`src/rtl/uart_fmt_tx_pkg.sv`:
```
package uart_fmt_tx_pkg;

  typedef enum logic [2:0] {
    PH_IDLE  = 3'd0,
    PH_START = 3'd1,
    PH_DATA  = 3'd2,
    PH_PAR   = 3'd3,
    PH_STOP  = 3'd4
  } phase_t;

  // stop_code: 0 = one bit, 1 = one and a half bits, 2 = two bits
  typedef struct packed {
    logic [3:0] nbits;
    logic       par_en;
    logic       par_bit;
    logic [1:0] stop_code;
  } fmt_t;

endpackage

```
`src/rtl/uart_fmt_decode.sv`:
```
module uart_fmt_decode
  import uart_fmt_tx_pkg::*;
#(
  parameter int DATA_W = 8,
  parameter int CTRL_W = 8
) (
  input  logic [CTRL_W-1:0] ctrl,
  input  logic [DATA_W-1:0] data,
  output fmt_t              fmt
);

  logic [3:0] len;
  logic       ones_x;

  assign len = 4'd5 + {2'b00, ctrl[1:0]};

  always_comb begin
    ones_x = 1'b0;
    for (int i = 0; i < DATA_W; i++) begin
      if (i < int'(len)) ones_x = ones_x ^ data[i];
    end
  end

  always_comb begin
    fmt.nbits  = len;
    fmt.par_en = ctrl[3];
    // forced: ctrl[4]=0 -> mark, 1 -> space; else ctrl[4]=0 odd, 1 even
    fmt.par_bit = ctrl[5] ? ~ctrl[4] : (ctrl[4] ? ones_x : ~ones_x);
    if (!ctrl[2])          fmt.stop_code = 2'd0;
    else if (len == 4'd5)  fmt.stop_code = 2'd1;
    else                   fmt.stop_code = 2'd2;
  end

endmodule

```
`src/rtl/uart_fmt_bit_timer.sv`:
```
module uart_fmt_bit_timer #(
  parameter int TICKS_PER_BIT = 16,
  localparam int CW = $clog2(2 * TICKS_PER_BIT + 1)
) (
  input  logic          clk,
  input  logic          rst,
  input  logic          active,
  input  logic          tick,
  input  logic [CW-1:0] limit,
  output logic          seg_last
);

  logic [CW-1:0] cnt;

  assign seg_last = active && tick && (cnt == limit - CW'(1));

  always_ff @(posedge clk) begin
    if (rst || !active || seg_last) cnt <= '0;
    else if (tick)                  cnt <= cnt + CW'(1);
  end

  assert_cnt_in_segment_R3: assert property (@(posedge clk) disable iff (rst)
    active |-> (cnt < limit));

endmodule

```
`src/rtl/uart_fmt_tx.sv`:
```
module uart_fmt_tx
  import uart_fmt_tx_pkg::*;
#(
  parameter int DATA_W        = 8,
  parameter int CTRL_W        = 8,
  parameter int TICKS_PER_BIT = 16
) (
  input  logic              clk,
  input  logic              rst,
  input  logic              tick16,
  input  logic [CTRL_W-1:0] ctrl,
  input  logic [DATA_W-1:0] tx_data,
  input  logic              tx_valid,
  output logic              tx_ready,
  output logic              tx_line,
  output logic              busy
);

  localparam int CW = $clog2(2 * TICKS_PER_BIT + 1);
  localparam logic [CW-1:0] LIM_BIT  = CW'(TICKS_PER_BIT);
  localparam logic [CW-1:0] LIM_1P5  = CW'(TICKS_PER_BIT + TICKS_PER_BIT / 2);
  localparam logic [CW-1:0] LIM_2    = CW'(2 * TICKS_PER_BIT);

  phase_t            phase;
  fmt_t              fmt_dec, fmt_q;
  logic [DATA_W-1:0] shreg;
  logic [3:0]        bit_idx;
  logic [CW-1:0]     limit;
  logic              seg_last, accept, line_cur, brk;

  assign accept = tx_valid && tx_ready;
  assign brk    = ctrl[6];

  uart_fmt_decode #(.DATA_W(DATA_W), .CTRL_W(CTRL_W)) u_decode (
    .ctrl(ctrl), .data(tx_data), .fmt(fmt_dec)
  );

  always_comb begin
    if (phase == PH_STOP) begin
      case (fmt_q.stop_code)
        2'd1:    limit = LIM_1P5;
        2'd2:    limit = LIM_2;
        default: limit = LIM_BIT;
      endcase
    end else begin
      limit = LIM_BIT;
    end
  end

  uart_fmt_bit_timer #(.TICKS_PER_BIT(TICKS_PER_BIT)) u_timer (
    .clk(clk), .rst(rst), .active(phase != PH_IDLE), .tick(tick16),
    .limit(limit), .seg_last(seg_last)
  );

  always_comb begin
    case (phase)
      PH_START: line_cur = 1'b0;
      PH_DATA:  line_cur = shreg[0];
      PH_PAR:   line_cur = fmt_q.par_bit;
      default:  line_cur = 1'b1;
    endcase
  end

  always_ff @(posedge clk) begin
    if (rst) begin
      phase    <= PH_IDLE;
      fmt_q    <= '0;
      shreg    <= '0;
      bit_idx  <= '0;
      tx_ready <= 1'b1;
      busy     <= 1'b0;
    end else begin
      case (phase)
        PH_IDLE: if (accept) begin
          phase    <= PH_START;
          fmt_q    <= fmt_dec;
          shreg    <= tx_data;
          tx_ready <= 1'b0;
          busy     <= 1'b1;
        end
        PH_START: if (seg_last) begin
          phase   <= PH_DATA;
          bit_idx <= '0;
        end
        PH_DATA: if (seg_last) begin
          shreg   <= shreg >> 1;
          bit_idx <= bit_idx + 4'd1;
          if (bit_idx == fmt_q.nbits - 4'd1)
            phase <= fmt_q.par_en ? PH_PAR : PH_STOP;
        end
        PH_PAR: if (seg_last) phase <= PH_STOP;
        PH_STOP: if (seg_last) begin
          phase    <= PH_IDLE;
          tx_ready <= 1'b1;
          busy     <= 1'b0;
        end
        default: phase <= PH_IDLE;
      endcase
    end
  end

  always_ff @(posedge clk) begin
    if (rst) tx_line <= 1'b1;
    else     tx_line <= brk ? 1'b0 : line_cur;
  end

  assert_idle_high_R10: assert property (@(posedge clk) disable iff (rst)
    (tx_ready && !brk) |=> tx_line);

  assert_break_low_R7: assert property (@(posedge clk) disable iff (rst)
    brk |=> !tx_line);

  assert_accept_drops_ready_R9: assert property (@(posedge clk) disable iff (rst)
    accept |=> (!tx_ready && busy));

  assert_start_bit_low_R2: assert property (@(posedge clk) disable iff (rst)
    accept |=> ##1 !tx_line);

  assert_fmt_frozen_R8: assert property (@(posedge clk) disable iff (rst)
    busy |=> $stable(fmt_q));

endmodule

```
`config.mk`:
```
export PLATFORM = sky130hd
export DESIGN_NAME = uart_fmt_tx
export DESIGN_NICKNAME = d
export VERILOG_FILES = /design/src/rtl/uart_fmt_tx_pkg.sv /design/src/rtl/uart_fmt_decode.sv /design/src/rtl/uart_fmt_bit_timer.sv /design/src/rtl/uart_fmt_tx.sv
export SDC_FILE = /design/constraint.sdc
export NUM_CORES = 1
export LEC_CHECK = 0
export BUFFER_PORTS_ARGS = -buffer_cell sky130_fd_sc_hd__buf_2
export CORE_ASPECT_RATIO = 1.2
export CORE_MARGIN = 2
export CORE_UTILIZATION = 60
export CTS_CLUSTER_SIZE = 8
export DETAILED_ROUTE_END_ITERATION = 10
export MAX_ROUTING_LAYER = met4
export PLACE_DENSITY = 0.91
export SLEW_MARGIN = 20
export SYNTH_ARGS = -nofsm -noshare
export SYNTH_HDL_FRONTEND = slang
export SYNTH_SLANG_ARGS = --single-unit
export TNS_END_PERCENT = 30
```
`constraint.sdc`:
```
create_clock -name clk -period 4.2 [get_ports clk]
set_clock_uncertainty 0.05 [all_clocks]
set_input_delay 0.21 -clock clk [delete_from_list [all_inputs] [get_ports clk]]
set_output_delay 0.21 -clock clk [all_outputs]
set_load 0.02 [all_outputs]
```
==> impl_metrics.env <==
export IMPL_fp_dieW_um=53.8
export IMPL_status="completed"
export IMPL_rsz0062_at_grt="false"
export IMPL_tns_ns=0
export IMPL_syn_instance_count=210
export IMPL_drc_errors=0
export IMPL_nNetsFinal=255
export IMPL_start_util=0.636
export IMPL_muxShareOfSynthArea=0.0280
export IMPL_final_cell_mix="dfxtp_1 (32), nor2_1 (26), buf_2 (21), nor3_1 (17), nand2_1 (15)"
export IMPL_chipHeight_um=63.8
export IMPL_timing_fmax_ghz=0.312
export IMPL_syn_num_nets=237
export IMPL_grt_pass1_vias=1389
export IMPL_vias_per_cell=5.71
export IMPL_syn_to_final_growth_pct=10.9
export IMPL_cp_start_kind="flip-flop"
export IMPL_p_int_w=0.000545
export IMPL_yosys_warnings=0
export IMPL_p_leak_nw=0.815
export IMPL_routed_wl_um=3480
export IMPL_dp_cells=254
export IMPL_synth_xor_area_frac=0.101
export IMPL_r2r_end="shreg[6]$_SDFFE_PP0P_"
export IMPL_numPortBuffers=21
export IMPL_maxSlewViolCount=0
export IMPL_setup_viol=0
export IMPL_synthFlopType="dfxtp_1"
export IMPL_cp_arrival_ns=3.36
export IMPL_clk_latency_ns=0.34
export IMPL_final_layout_size_suffix_gt1_frac=0.179
export IMPL_worstHoldStart="ctrl[0]"
export IMPL_r2r_start="phase[2]$_SDFFE_PP0P_"
export IMPL_dieArea_um2=3430
export IMPL_p_switching_w=0.000197
export IMPL_end_kind="flip-flop"
export IMPL_cp_required_ns=4.36
export IMPL_core_um2=2810
export IMPL_hpwl_um=2490
export IMPL_crit_type="reg2reg"
export IMPL_grt_remaining_overflow=0
export IMPL_yosysUniqueCellTypes=43
export IMPL_cts_sinks=32
export IMPL_drtPass1Iterations=4
export IMPL_tightest_slew_ns=0.881
export IMPL_routedWlPerCell_um=13.2
export IMPL_synthAdderAreaFrac=0.0490
export IMPL_synth_compound_area_frac=0.151
export IMPL_r2r_cells=9
export IMPL_yosysSeqAreaShare=0.359
export IMPL_place_gp_congestion=0.813
export IMPL_postPlaceCellArea_um2=1880
export IMPL_power_density_nw_per_um2=375
export IMPL_diodes=0
export IMPL_maxCapViolCount=0
export IMPL_cts_made_buffers=5
export IMPL_synth_edf_count=0
export IMPL_async_reset_ff_frac=0
export IMPL_cts_tree="built"
export IMPL_p_sw_frac=0.266
export IMPL_clock_power_share=0.355
export IMPL_via_count=1501
export IMPL_ctsResizeCount=0
export IMPL_instances_no_fill=263
export IMPL_drt_iter0_drc=64
export IMPL_grt_max_degree=28
export IMPL_min_to="fmt_q[4]$_SDFFE_PP0P_"
export IMPL_synth_top_family_by_area="simple AND/OR/NAND/NOR gates"
export IMPL_ios=23
export IMPL_cts_max_path_buffers=2
export IMPL_grt_antenna_before_repair=0
export IMPL_final_area_um2=1980
export IMPL_final_common_cell="dfxtp_1"
export IMPL_rows=21
export IMPL_grt_usage=0.247
export IMPL_layout_min_cycle_time_ns=3.21
export IMPL_drtAntennaViolNets=0
export IMPL_mappedNetlistArea_um2=1790
export IMPL_clkTransAtPathRegs_ns=0.11
export IMPL_synth_seq_cells=32
export IMPL_holdWs_ns=0.0154
export IMPL_syn_avg_cell_area_um2=8.51
export IMPL_seqPwrFrac=0.459
export IMPL_r2r_slack_ns=0.99
export IMPL_grt_pass1_wl_um=6040
export IMPL_path_max_fanout=14
export IMPL_synthSimpleGateAreaFrac=0.268
export IMPL_hold_violations=0
export IMPL_cts_root_buffer="clkbuf_4"
export IMPL_ir_drop_uv=320
export IMPL_finalCritPeriodShare=0.764
export IMPL_hold_class="in2reg"
export IMPL_p_comb_frac=0.186
export IMPL_min_path_cells=2
export IMPL_slew_headroom=0.412
export IMPL_htreeDepth=2
[cell families after synthesis]
family,count (synthesis)
buf+inv,17
xor+xnor,19
simple gates,92
mux,5
flops,32
fa+ha+maj,7
compound gates,38
[layer usage]
| layer | wire length, um | up-vias | global-route usage |
|---|---|---|---|
| met5 | 0 | - | - |
| met4 | 89 | 0 | 0.115 |
| met3 | 174 | 9 | 0.0678 |
| met2 | 1720 | 43 | 0.383 |
| met1 | 1490 | 689 | 0.290 |
| li1 | - | 760 | - |
[synthesized netlist by cell type (3+ instances only)]
cell type / n / area share
nor2_1: 26 / 0.055
nand3_1: 6 / 0.017
or2_2: 3 / 0.011
buf_1: 3 / 0.0063
nand2b_1: 3 / 0.011
o21ai_0: 4 / 0.011
and2_1: 8 / 0.028
a21oi_1: 12 / 0.034
clkbuf_1: 4 / 0.0084
nor3_1: 17 / 0.048
xor2_1: 10 / 0.049
nand2_1: 15 / 0.032
mux2i_1: 5 / 0.028
inv_1: 6 / 0.013
ha_1: 7 / 0.049
xnor2_1: 8 / 0.039
a211oi_1: 9 / 0.038
dfxtp_1: 32 / 0.36
nand3b_1: 3 / 0.013
[sequential cells by signal, summed over array words and instances, names as in the netlist]
name,count
busy,1
phase,3
fmt_q,8
tx_line,1
shreg,8
u_timer.cnt,6
bit_idx,4
tx_ready,1
[how the worst max path moves through the flow]
| stage | from | to | slack (ns) | depth (start not counted) |
|---|---|---|---|---|
| global route | phase[2]$_SDFFE_PP0P_ | bit_idx[3]$_SDFFE_PP0P_ | 0.88 | 9 |
| finish | phase[2]$_SDFFE_PP0P_ | shreg[6]$_SDFFE_PP0P_ | 0.99 | 9 |
| detailed placement | phase[2]$_SDFFE_PP0P_ | bit_idx[1]$_SDFFE_PP0P_ | 1.07 | 9 |
| CTS | phase[2]$_SDFFE_PP0P_ | shreg[6]$_SDFFE_PP0P_ | 1.02 | 9 |
| global placement | phase[2]$_SDFFE_PP0P_ | bit_idx[1]$_SDFFE_PP0P_ | 1.09 | 9 |
| floorplan | phase[1]$_SDFFE_PP0P_ | bit_idx[1]$_SDFFE_PP0P_ | 1.48 | 10 |
[power groups by stage]
stage	logic, W	clock network, W	registers (W)
2_1_floorplan	0.000109	0	0.000344
3_3_place_gp	0.000132	0	0.000347
3_5_place_dp	0.000137	0	0.000347
4_1_cts	0.000139	0.000267	0.000341
5_1_grt	0.000154	0.000280	0.000344
6_report	0.000138	0.000263	0.000341
[stage by stage]
stage / worst slack, ns / power [W] / util
6_report: 0.992 / 0.000743 / 0.704
5_1_grt: 0.885 / 0.000779 / 0.704
4_1_cts: 1.02 / 0.000747 / 0.704
3_5_place_dp: 1.07 / 0.000485 / 0.667
3_3_place_gp: 1.09 / 0.000478 / 0.667
2_1_floorplan: 1.48 / 0.000453 / -
[critical path: stages (launching register included)]
cell and delay, ns:
dfxtp_1 0.62, or3b_4 0.48, nor3b_1 0.20, ha_1 0.27, xor2_1 0.14, nor4_1 0.51
o211a_4 0.38, nor2_8 0.07, a211oi_1 0.27, nor3_1 0.09
[area by class of cell]
| cell class | instances | area (um2) |
|---|---|---|
| Clock buffer | 7 | 65.1 |
| Timing Repair Buffer | 22 | 115 |
| Sequential cell | 32 | 641 |
| Fill cell | 210 | 831 |
| Tap cell | 34 | 42.5 |
| Inverter | 6 | 22.5 |
| Multi-Input combinational cell | 161 | 1060 |
| Clock inverter | 1 | 30.0 |
[repair_timing]
| action | CTS | global route |
|---|---|---|
| hold endpoints to repair | 1 | 0 |
| endpoints found under the setup margin | 0 | 0 |
| buffers inserted | 0 | 0 |
| hold buffers | 1 | 0 |
Note: power is estimated with default switching activity, not from simulation.
